==> src/rtl/pdsc_pkg.sv <==
package pdsc_pkg;

    // Command bytes understood by the unlock parser
    localparam logic [7:0] CMD_RESET  = 8'hFF;
    localparam logic [7:0] CMD_ON_LO  = 8'h05;
    localparam logic [7:0] CMD_ON_HI  = 8'h50;
    localparam logic [7:0] CMD_OFF_LO = 8'h0A;
    localparam logic [7:0] CMD_OFF_HI = 8'hA0;

    // Register byte offsets (software-visible map)
    localparam logic [7:0] OFS_ON_SEL  = 8'h0C;
    localparam logic [7:0] OFS_OFF_SEL = 8'h10;
    localparam logic [7:0] OFS_CMD     = 8'h44;
    localparam logic [7:0] OFS_IMASK   = 8'h48;
    localparam logic [7:0] OFS_PSTATE  = 8'h80;
    localparam logic [7:0] OFS_EVENT   = 8'h88;
    localparam logic [7:0] OFS_ISTAT   = 8'h8C;

    // Status vector layout
    localparam int IRQ_W        = 9;
    localparam int IRQ_DONE     = 0;
    localparam int IRQ_BAD_SEQ  = 2;
    localparam int IRQ_BUSY_REJ = 3;

    typedef enum logic [1:0] {
        PS_IDLE,
        PS_ARMED,
        PS_ON_LO,
        PS_OFF_LO
    } parse_st_e;

endpackage

==> src/rtl/pdsc_cmd_parser.sv <==
module pdsc_cmd_parser
    import pdsc_pkg::*;
(
    input  logic       clk,
    input  logic       rst_n,
    input  logic       wr_en,
    input  logic [7:0] wr_byte,
    output logic       fire_on,
    output logic       fire_off,
    output logic       seq_fail
);

    typedef struct packed {
        parse_st_e st;
    } parse_regs_t;

    parse_regs_t q, d;

    always_comb begin
        d        = q;
        fire_on  = 1'b0;
        fire_off = 1'b0;
        seq_fail = 1'b0;
        if (wr_en) begin
            if (wr_byte == CMD_RESET) begin
                // restart from any state, never a failure
                d.st = PS_ARMED;
            end else begin
                case (q.st)
                    PS_ARMED: begin
                        if (wr_byte == CMD_ON_LO) begin
                            d.st = PS_ON_LO;
                        end else if (wr_byte == CMD_OFF_LO) begin
                            d.st = PS_OFF_LO;
                        end else begin
                            d.st     = PS_IDLE;
                            seq_fail = 1'b1;
                        end
                    end
                    PS_ON_LO: begin
                        d.st = PS_IDLE;
                        if (wr_byte == CMD_ON_HI) fire_on  = 1'b1;
                        else                      seq_fail = 1'b1;
                    end
                    PS_OFF_LO: begin
                        d.st = PS_IDLE;
                        if (wr_byte == CMD_OFF_HI) fire_off = 1'b1;
                        else                       seq_fail = 1'b1;
                    end
                    default: begin
                        // waiting for the reset byte: stray bytes are dropped
                        d.st = PS_IDLE;
                    end
                endcase
            end
        end
    end

    always_ff @(posedge clk or negedge rst_n) begin
        if (!rst_n) q <= '{st: PS_IDLE};
        else        q <= d;
    end

endmodule

==> src/rtl/pdsc_switch_seq.sv <==
module pdsc_switch_seq #(
    parameter int                 NUM_DOM       = 7,
    parameter int                 SWITCH_CYCLES = 16,
    parameter logic [NUM_DOM-1:0] KEEP_ON       = 7'b0000011
) (
    input  logic               clk,
    input  logic               rst_n,
    input  logic               start_on,
    input  logic               start_off,
    input  logic [NUM_DOM-1:0] on_sel,
    input  logic [NUM_DOM-1:0] off_sel,
    output logic [NUM_DOM-1:0] pwr_state,
    output logic               busy,
    output logic               done,
    output logic               reject
);

    localparam int CNT_W = $clog2(SWITCH_CYCLES + 1);
    localparam logic [CNT_W-1:0] CNT_LOAD = CNT_W'(SWITCH_CYCLES - 1);

    typedef struct packed {
        logic [NUM_DOM-1:0] pend;
        logic [NUM_DOM-1:0] state;
        logic               busy;
        logic [CNT_W-1:0]   cnt;
        logic               done;
    } seq_regs_t;

    seq_regs_t q, d;
    logic [NUM_DOM-1:0] req;
    logic [NUM_DOM-1:0] low;
    logic               start;

    always_comb begin
        d      = q;
        d.done = 1'b0;
        start  = start_on | start_off;
        req    = '0;
        if (start_on)       req = on_sel & ~q.state;
        else if (start_off) req = off_sel & ~KEEP_ON & q.state;
        // lowest pending domain goes first
        low    = q.pend & (~q.pend + NUM_DOM'(1));
        reject = start & q.busy;

        if (!q.busy) begin
            if (start) begin
                if (req == '0) begin
                    d.done = 1'b1;
                end else begin
                    d.pend = req;
                    d.busy = 1'b1;
                    d.cnt  = CNT_LOAD;
                end
            end
        end else if (q.cnt == '0) begin
            d.state = q.state ^ low;
            d.pend  = q.pend & ~low;
            if (d.pend == '0) begin
                d.busy = 1'b0;
                d.done = 1'b1;
            end else begin
                d.cnt = CNT_LOAD;
            end
        end else begin
            d.cnt = q.cnt - CNT_W'(1);
        end
    end

    always_ff @(posedge clk or negedge rst_n) begin
        if (!rst_n) begin
            q <= '{pend: '0, state: KEEP_ON, busy: 1'b0, cnt: '0, done: 1'b0};
        end else begin
            q <= d;
        end
    end

    assign pwr_state = q.state;
    assign busy      = q.busy;
    assign done      = q.done;

endmodule

==> src/rtl/pdsc_regs.sv <==
module pdsc_regs
    import pdsc_pkg::*;
#(
    parameter int NUM_DOM = 7,
    parameter int ADDR_W  = 8
) (
    input  logic               clk,
    input  logic               rst_n,
    input  logic               psel,
    input  logic               penable,
    input  logic               pwrite,
    input  logic [ADDR_W-1:0]  paddr,
    input  logic [31:0]        pwdata,
    output logic [31:0]        prdata,
    input  logic [NUM_DOM-1:0] pwr_state,
    input  logic               ev_done,
    input  logic               ev_fail,
    input  logic               ev_reject,
    output logic [NUM_DOM-1:0] on_sel,
    output logic [NUM_DOM-1:0] off_sel,
    output logic               cmd_wr,
    output logic [7:0]         cmd_byte,
    output logic [IRQ_W-1:0]   int_st,
    output logic               irq
);

    typedef struct packed {
        logic [NUM_DOM-1:0] on_sel;
        logic [NUM_DOM-1:0] off_sel;
        logic [IRQ_W-1:0]   mask;
        logic [IRQ_W-1:0]   int_st;
        logic [IRQ_W-1:0]   evt_st;
    } reg_file_t;

    reg_file_t        q, d;
    logic             wr;
    logic [IRQ_W-1:0] ev_set;
    logic             unused_wdata;

    assign unused_wdata = ^pwdata[31:IRQ_W];

    always_comb begin
        d      = q;
        wr     = psel & penable & pwrite;
        ev_set = '0;
        ev_set[IRQ_DONE]     = ev_done;
        ev_set[IRQ_BAD_SEQ]  = ev_fail;
        ev_set[IRQ_BUSY_REJ] = ev_reject;
        cmd_wr   = wr && (paddr == ADDR_W'(OFS_CMD));
        cmd_byte = pwdata[7:0];

        if (wr) begin
            case (paddr)
                ADDR_W'(OFS_ON_SEL):  d.on_sel  = pwdata[NUM_DOM-1:0];
                ADDR_W'(OFS_OFF_SEL): d.off_sel = pwdata[NUM_DOM-1:0];
                ADDR_W'(OFS_IMASK):   d.mask    = pwdata[IRQ_W-1:0];
                ADDR_W'(OFS_ISTAT):   d.int_st  = q.int_st & ~pwdata[IRQ_W-1:0];
                ADDR_W'(OFS_EVENT):   d.evt_st  = q.evt_st & ~pwdata[IRQ_W-1:0];
                default: ;
            endcase
        end
        // a new event wins over a clear in the same cycle
        d.int_st = d.int_st | ev_set;
        d.evt_st = d.evt_st | ev_set;
    end

    always_comb begin
        prdata = '0;
        case (paddr)
            ADDR_W'(OFS_ON_SEL):  prdata[NUM_DOM-1:0] = q.on_sel;
            ADDR_W'(OFS_OFF_SEL): prdata[NUM_DOM-1:0] = q.off_sel;
            ADDR_W'(OFS_IMASK):   prdata[IRQ_W-1:0]   = q.mask;
            ADDR_W'(OFS_PSTATE):  prdata[NUM_DOM-1:0] = pwr_state;
            ADDR_W'(OFS_EVENT):   prdata[IRQ_W-1:0]   = q.evt_st;
            ADDR_W'(OFS_ISTAT):   prdata[IRQ_W-1:0]   = q.int_st;
            default: ;
        endcase
    end

    always_ff @(posedge clk or negedge rst_n) begin
        if (!rst_n) begin
            q <= '{on_sel: '0, off_sel: '0, mask: '1, int_st: '0, evt_st: '0};
        end else begin
            q <= d;
        end
    end

    assign on_sel  = q.on_sel;
    assign off_sel = q.off_sel;
    assign int_st  = q.int_st;
    assign irq     = |(q.int_st & ~q.mask);

endmodule

==> src/rtl/pwr_domain_seq.sv <==
module pwr_domain_seq
    import pdsc_pkg::*;
#(
    parameter int NUM_DOM       = 7,
    parameter int ADDR_W        = 8,
    parameter int SWITCH_CYCLES = 16
) (
    input  logic               pclk,
    input  logic               presetn,
    input  logic               psel,
    input  logic               penable,
    input  logic               pwrite,
    input  logic [ADDR_W-1:0]  paddr,
    input  logic [31:0]        pwdata,
    output logic [31:0]        prdata,
    output logic               pready,
    output logic [NUM_DOM-1:0] dom_en,
    output logic               irq
);

    localparam logic [NUM_DOM-1:0] KEEP_ON = NUM_DOM'(3);

    logic               cmd_wr;
    logic [7:0]         cmd_byte;
    logic               fire_on;
    logic               fire_off;
    logic               seq_fail;
    logic [NUM_DOM-1:0] on_sel;
    logic [NUM_DOM-1:0] off_sel;
    logic [NUM_DOM-1:0] pwr_state;
    logic               seq_busy;
    logic               seq_done;
    logic               seq_reject;
    logic [IRQ_W-1:0]   int_st;

    pdsc_regs #(
        .NUM_DOM (NUM_DOM),
        .ADDR_W  (ADDR_W)
    ) u_regs (
        .clk       (pclk),
        .rst_n     (presetn),
        .psel      (psel),
        .penable   (penable),
        .pwrite    (pwrite),
        .paddr     (paddr),
        .pwdata    (pwdata),
        .prdata    (prdata),
        .pwr_state (pwr_state),
        .ev_done   (seq_done),
        .ev_fail   (seq_fail),
        .ev_reject (seq_reject),
        .on_sel    (on_sel),
        .off_sel   (off_sel),
        .cmd_wr    (cmd_wr),
        .cmd_byte  (cmd_byte),
        .int_st    (int_st),
        .irq       (irq)
    );

    pdsc_cmd_parser u_parser (
        .clk      (pclk),
        .rst_n    (presetn),
        .wr_en    (cmd_wr),
        .wr_byte  (cmd_byte),
        .fire_on  (fire_on),
        .fire_off (fire_off),
        .seq_fail (seq_fail)
    );

    pdsc_switch_seq #(
        .NUM_DOM       (NUM_DOM),
        .SWITCH_CYCLES (SWITCH_CYCLES),
        .KEEP_ON       (KEEP_ON)
    ) u_seq (
        .clk       (pclk),
        .rst_n     (presetn),
        .start_on  (fire_on),
        .start_off (fire_off),
        .on_sel    (on_sel),
        .off_sel   (off_sel),
        .pwr_state (pwr_state),
        .busy      (seq_busy),
        .done      (seq_done),
        .reject    (seq_reject)
    );

    assign dom_en = pwr_state;
    assign pready = 1'b1;

endmodule

==> config.mk <==
export PLATFORM = sky130hd
export DESIGN_NAME = pwr_domain_seq
export DESIGN_NICKNAME = d
export VERILOG_FILES = /design/src/rtl/pdsc_pkg.sv /design/src/rtl/pdsc_cmd_parser.sv /design/src/rtl/pdsc_switch_seq.sv /design/src/rtl/pdsc_regs.sv /design/src/rtl/pwr_domain_seq.sv
export SDC_FILE = /design/constraint.sdc
export NUM_CORES = 1
export LEC_CHECK = 0
export BUFFER_PORTS_ARGS = -buffer_cell sky130_fd_sc_hd__buf_4
export CORE_ASPECT_RATIO = 1.25
export CORE_UTILIZATION = 50
export CTS_CLUSTER_SIZE = 16
export DETAILED_ROUTE_END_ITERATION = 10
export PLACE_DENSITY = 0.77
export SYNTH_ARGS = -nofsm -noshare
export SYNTH_HDL_FRONTEND = slang
export SYNTH_HIERARCHICAL = 1
export SYNTH_SLANG_ARGS = --single-unit
==> constraint.sdc <==
create_clock -name pclk -period 2.15 [get_ports pclk]
set_input_delay 0 -clock pclk [delete_from_list [all_inputs] [get_ports pclk]]
set_output_delay 0 -clock pclk [all_outputs]
set_load 0.05 [all_outputs]
Word level (Yosys, flattened, before mapping)
Cells that the tools add are included.
{ "totals": {"regBits": 64, "inputBits": 45} }
{ "classes": {"n_addsub": 2, "eq_ne": 18, "n_mux": 39, "n_bitwise": 19, "reduce_logical": 12} }
{ "op_table": {"columns": ["cell", "count"], "rows": [
  ["$mux W7", 7],
  ["$pmux W7 S6", 1],
  ["$eq A8 B8 Y1 const B", 5],
  ["$and A7 B7 Y7", 4],
  ["$and A9 B9 Y9", 3],
  ["$eq A8 B7 Y1 const B", 3],
  ["$not A7 Y7", 3],
  ["$mux W1", 18],
  ["$mux W18", 1],
  ["$mux W9", 2],
  ["$not A9 Y9", 2],
  ["$or A9 B4 Y9", 2],
  ["$eq A8 B4 Y1 const B", 2],
  ["$mux W15", 1],
  ["$logic_not A7 Y1", 2],
  ["$mux W5", 2],
  ["$reduce_or A9 Y1", 1],
  ["$eq A8 B3 Y1 const B", 1],
  ["$eq A8 B5 Y1 const B", 1],
  ["$mux W2", 4],
  ["$reduce_and A2 Y1", 4],
  ["$add A7 B1 Y7 const B", 1],
  ["$xor A7 B7 Y7", 1],
  ["$mux W6", 1],
  ["other kinds (14)", 18]
]} }

Depth between registers and ports, before layout
{ "depth": {"word_depth": 11, "mapped_depth": 13} }

Cells and area by module
Netlist, hierarchy kept.
{ "by_module_without_submodules": {"columns": ["mod", "n_inst", "cells_each", "area_per_inst_um2", "seq_area_each_um2"], "rows": [
  ["pdsc_regs", 1, 232, 2509.9, 1037.2],
  ["pdsc_switch_seq", 1, 143, 1273.7, 528.0],
  ["pdsc_cmd_parser", 1, 26, 200.2, 50.0],
  ["pwr_domain_seq", 1, 2, 11.3, 0.0]
]} }

Worst setup path before layout
No wires, ideal clock.
{ "synth_timing": {"kind": "input -> register", "from": "in paddr[3]", "to": "reg u_seq/q[18] (netlist bit)", "setup_ns": 0.122, "arrival_time_ns": 2.420, "path_slack_ns": -0.391, "stages": 12, "n_path_buf": 3, "cell_sequence": "buf_2 > buf_1 > nor4b_1 > and3_1 > o21ai_0 > nor3_1 > nand2b_4 > o22ai_1 > nor4_1 > a311o_1 > buf_4 > a32o_1"} }
{ "synth_via": {"elab_chain_len": 8, "word_cells_on_any_way": 14, "cone_classes": "eq/ne (2); mux (7); bitwise (1); reduce/logical (4)"} }
{ "synth_rtl": {"columns": ["element", "line", "source"], "rows": [
  ["start, declared", "pwr_domain_seq.sv:13", "input logic [ADDR_W-1:0] paddr,"],
  ["$eq A8 B7 Y1 *", "pdsc_regs.sv:49", "cmd_wr = wr && (paddr == ADDR_W'(OFS_CMD));"],
  ["$logic_and A1 B1 Y1 *", "pdsc_regs.sv:49", null],
  ["via cmd_wr", "pwr_domain_seq.sv:23", "logic cmd_wr;"],
  ["$mux W1 *", "pdsc_cmd_parser.sv:24", "if (wr_en) begin"],
  ["via fire_off", "pwr_domain_seq.sv:26", "logic fire_off;"],
  ["$mux W7", "pdsc_switch_seq.sv:40", "else if (start_off) req = off_sel & ~KEEP_ON & q.state;"],
  ["$mux W7", "pdsc_switch_seq.sv:39", "if (start_on) req = on_sel & ~q.state;"],
  ["$logic_not A7 Y1 or $mux W7 (tied branches)", "pdsc_switch_seq.sv:47", "if (req == '0) begin"],
  ["$ne A2 B1 Y1 (no source line) or $mux W7 (tied branches)", null, null],
  ["$reduce_and A3 Y1 (no source line) or $mux W7 (tied branches)", null, null],
  ["end signal, assigned", "pdsc_switch_seq.sv:71", "q <= '{pend: '0, state: KEEP_ON, busy: 1'b0, cnt: '0, done: 1'b0};"],
  ["end, declared", "pdsc_switch_seq.sv:29", "seq_regs_t q, d;"]
]} }
The timed path passes the listed nets; every way through them passes the cells marked *. The select of a mux whose other input is x is not followed.
A chain may end at the register's enable or synchronous reset.

Worst setup path in the final report
{ "layout_timing": {"from": "reg u_parser/q[0] (netlist bit)", "to": "reg u_seq/q[18] (netlist bit)"} }
{ "layout_via": {"word_cells_on_any_way": 18, "cone_classes": "eq/ne (3); mux (11); bitwise (1); reduce/logical (3)"} }
{ "layout_lines": {"columns": ["element", "line", "source"], "rows": [
  ["start, declared", "pdsc_cmd_parser.sv:17", "parse_regs_t q, d;"],
  ["start signal, assigned", "pdsc_cmd_parser.sv:60", "if (!rst_n) q <= '{st: PS_IDLE};"],
  ["$eq A2 B2 Y1 *", "pdsc_cmd_parser.sv:29", "case (q.st)"],
  ["$mux W1 *", "pdsc_cmd_parser.sv:29", null],
  ["$mux W1 *", "pdsc_cmd_parser.sv:25", "if (wr_byte == CMD_RESET) begin"],
  ["$mux W1 *", "pdsc_cmd_parser.sv:24", null],
  ["via fire_on", "pwr_domain_seq.sv:25", "logic fire_on;"],
  ["$mux W7", "pdsc_switch_seq.sv:39", null],
  ["$logic_not A7 Y1 or $mux W7 (tied branches)", "pdsc_switch_seq.sv:47", null],
  ["$ne A2 B1 Y1 (no source line) or $mux W7 (tied branches)", null, null],
  ["$reduce_and A3 Y1 (no source line) or $mux W7 (tied branches)", null, null]
]} }
Marks and branches as above.

==> metrics.md <==
| Metric | Value |
|---|---|
| CP Data Required Time | 2.43 ns |
| DRC viols | 0 |
| TritonCTS clock tree | built |
| Worst setup margin | -0.114 ns |
| Drt pass-1 iters | 5 |
| Worst clock skew | 0.0118 ns |
| Final net count | 500 |
| Final setup viols | 13 |
| Initial antenna violation count | 0 |
| Clk root buf | clkbuf_8 |
| Switching share of total power | 0.251 |
| P_int | 0.00207 W |
| CP Max Fanout | 7 |
| Synth Warn # | 6 |
| Max-cap violations | 0 |
| Worst setup EP type | flop |
| Hold wc startpoint | pwdata[5] |
| Layout cell share with drive strength beyond 1 | 0.303 |
| GRT Total Usage | 0.263 |
| Critical path origin | u_parser/q[0] |
| DRT iter0 DRCs | 222 |
| Post-synthesis instance area | 3910 sq um |
| Arrival time worst endpoint | 2.54 ns |
| Sink Count | 64 |
| Final std cells w/o fill | 551 |
| Routability Congestion | 0.927 |
| Sequential power share | 0.443 |
| Clock power frac | 0.458 |
| Pwr dens | 584 nW/um^2 |
| Mapped Cells | 392 |
| Tmin final | 2.26 ns |
| Core Region | 7490 sq um |
| Drt total wl | 10,400 um |
| Setup Total Neg Slack | -1.08 ns |
| Post-DP Area | 4270 sq um |
| Final cycle utilization of the critical path | 1.05 |
| ANT cells | 0 |
| Drt wl/cell | 18.8 um |
| Vias in the first global route | 3,289 |
| Die Wd | 81.1 um |
| Pin count of the biggest net entering global routing | 65 |
| Fmax | 442 MHz |
| Worst min path class | in2reg |
| FILL cells | 586 |
| Placed Cells incl. Taps | 516 |
| Status | finished, violations left |
| Register area | 1620 sq um |
| Critical path class | reg2reg |
| # rows | 35 |
| Hpwl dp | 7040 um |
| Area of the multi-input gates | 1940 sq um |
| Die H | 101 um |
| CP max-delay cell | dfrtp_1 |
| Util after Layout | 0.632 |
| Worst-skew pair later-pin latency | 0.34 ns |
| Drt via density | 5.94 |
| CP startpoint kind | flop |
| Leak | 2.19 nW |
| Via count | 3,272 |
| Post-DRT Antenna Nets | 0 |
| H-tree depth | 3 |
| First-pass GRT wire length | 16,100 um |
| Die area | 8190 sq um |
| Failing checks | setup timing |
| Reg2reg start | u_parser/q[0] |
| Slew Limit Fails | 0 |
| Total global routing overflow | 0 |
| Hold Crit Depth | 3 |
| Switching pwr | 0.000693 W |
| Top Ports | 86 |
| Gate power share | 0.099 |
| Port bufs | 38 |
| Max VDD drop | 0.386 mV |
| Slew margin rel. | 0.455 |
| Crit-path max cell delay | 0.41 ns |
| Max Root-Sink Buffers | 2 |
| Worst Tran Pin Value | 0.818 ns |
| Avg Inst Size Synth | 9.98 sq um |
| Synth-to-Final Area Change | 21.0% |
| Crit-path cells | inv_1 -> nand4_1 -> nor3_2 -> buf_4 -> nand2b_4 -> o22ai_4 -> nor4_2 -> a311o_1 -> buf_6 -> a32o_1 |
| Worst Reg-to-Reg Cells | 10 |
| Initial Util | 0.522 |
| Num CTS Buffers | 9 |
| Fin area | 4740 sq um |
| CTS clk-pin slew, worst paths | 0.08 ns |
| RSZ-0062 raised after global routing | yes |
| Final hold violations | 0 |
per-layer routing:
layer / global-route usage / part of all wire
met1: 0.302 / 0.39
met2: 0.446 / 0.52
met3: 0.0507 / 0.052
met4: 0.155 / 0.039
met5: 0 / 0
timing repair:
item	4_1_cts	5_1_grt
hold buffers	10	0
setup endpoints to repair	13	13
pin swaps	6	0
gates cloned	1	0
gates resized for setup	5	3
endpoints found under the hold margin	85	0
setup buffers	6	2
sequential cells by signal, indices dropped and copies added, names as in the netlist:
signal	count
u_seq/busy	1
u_regs/q	18
u_parser/q	2
u_regs/int_st	9
u_seq/q	12
u_regs/on_sel	7
u_seq/pwr_state	7
u_seq/done	1
u_regs/off_sel	7
placed cells by master (no fill, tap or decap), types with 4 or more instances in the layout:
cell / count
nand3b_1: 4
clkbuf_8: 9
a21boi_1: 9
dlygate4sd3_1: 10
a32o_1: 7
nor2b_1: 6
mux2_1: 23
a22oi_1: 12
nor4b_2: 4
nand3_1: 5
dfrtp_1: 53
o221ai_1: 4
conb_1: 24
buf_4: 82
nand2_1: 29
a221o_1: 5
inv_1: 21
nor3_1: 8
nand4_1: 6
a21oi_1: 10
o22ai_1: 4
o21ai_0: 5
a21o_1: 6
o21ai_1: 4
xnor2_1: 4
nand2_2: 4
dfstp_2: 11
nor2_1: 17
and3_1: 4
final cells by class:
type	count	area share
Tap cell	92	0.0243
Clock inverter	6	0.0246
Sequential cell	64	0.341
Timing Repair Buffer	94	0.158
Inverter	21	0.0166
Clock buffer	10	0.0269
Multi-Input combinational cell	264	0.409
worst paths after layout:
check                                      to  slack (ns)
max in group asynchronous  u_seq/pwr_state[2]        1.31
setup / recovery                  u_seq/q[18]       -0.11
min in group asynchronous         u_regs/q[7]        0.28
setup reg to reg                  u_seq/q[18]       -0.11
hold / removal               u_regs/int_st[5]        0.03
hold reg to reg                   u_regs/q[0]        0.47
critical path: cells and delay by family (launching register included):
| family | cells | cell delay [ns] |
|---|---|---|
| AOI/OAI and AO/OA | 3 | 0.56 |
| buffers and inverters | 3 | 0.43 |
| DFF | 1 | 0.41 |
| and+or+nand+nor | 4 | 0.81 |
power groups by stage:
stage | sequential [W] | clock, W | combinational [W]
after CTS | 0.00122 | 0.00128 | 0.000269
after global routing | 0.00122 | 0.00134 | 0.000292
after global placement | 0.00125 | 0 | 0.000248
final | 0.00122 | 0.00127 | 0.000274
after detailed placement | 0.00125 | 0 | 0.000251
after floorplan | 0.00124 | 0 | 0.000198
through the flow:
step / setup slack [ns] / power (W) / hold WS [ns]
2_1_floorplan: -0.0210 / 0.00144 / -0.296
3_3_place_gp: -0.0887 / 0.00149 / 0.130
3_5_place_dp: -0.142 / 0.00150 / 0.137
4_1_cts: -0.0291 / 0.00278 / 0.0125
5_1_grt: -0.167 / 0.00286 / 0.0291
6_report: -0.114 / 0.00276 / 0.0277
Power figures use the tool's default switching activity.
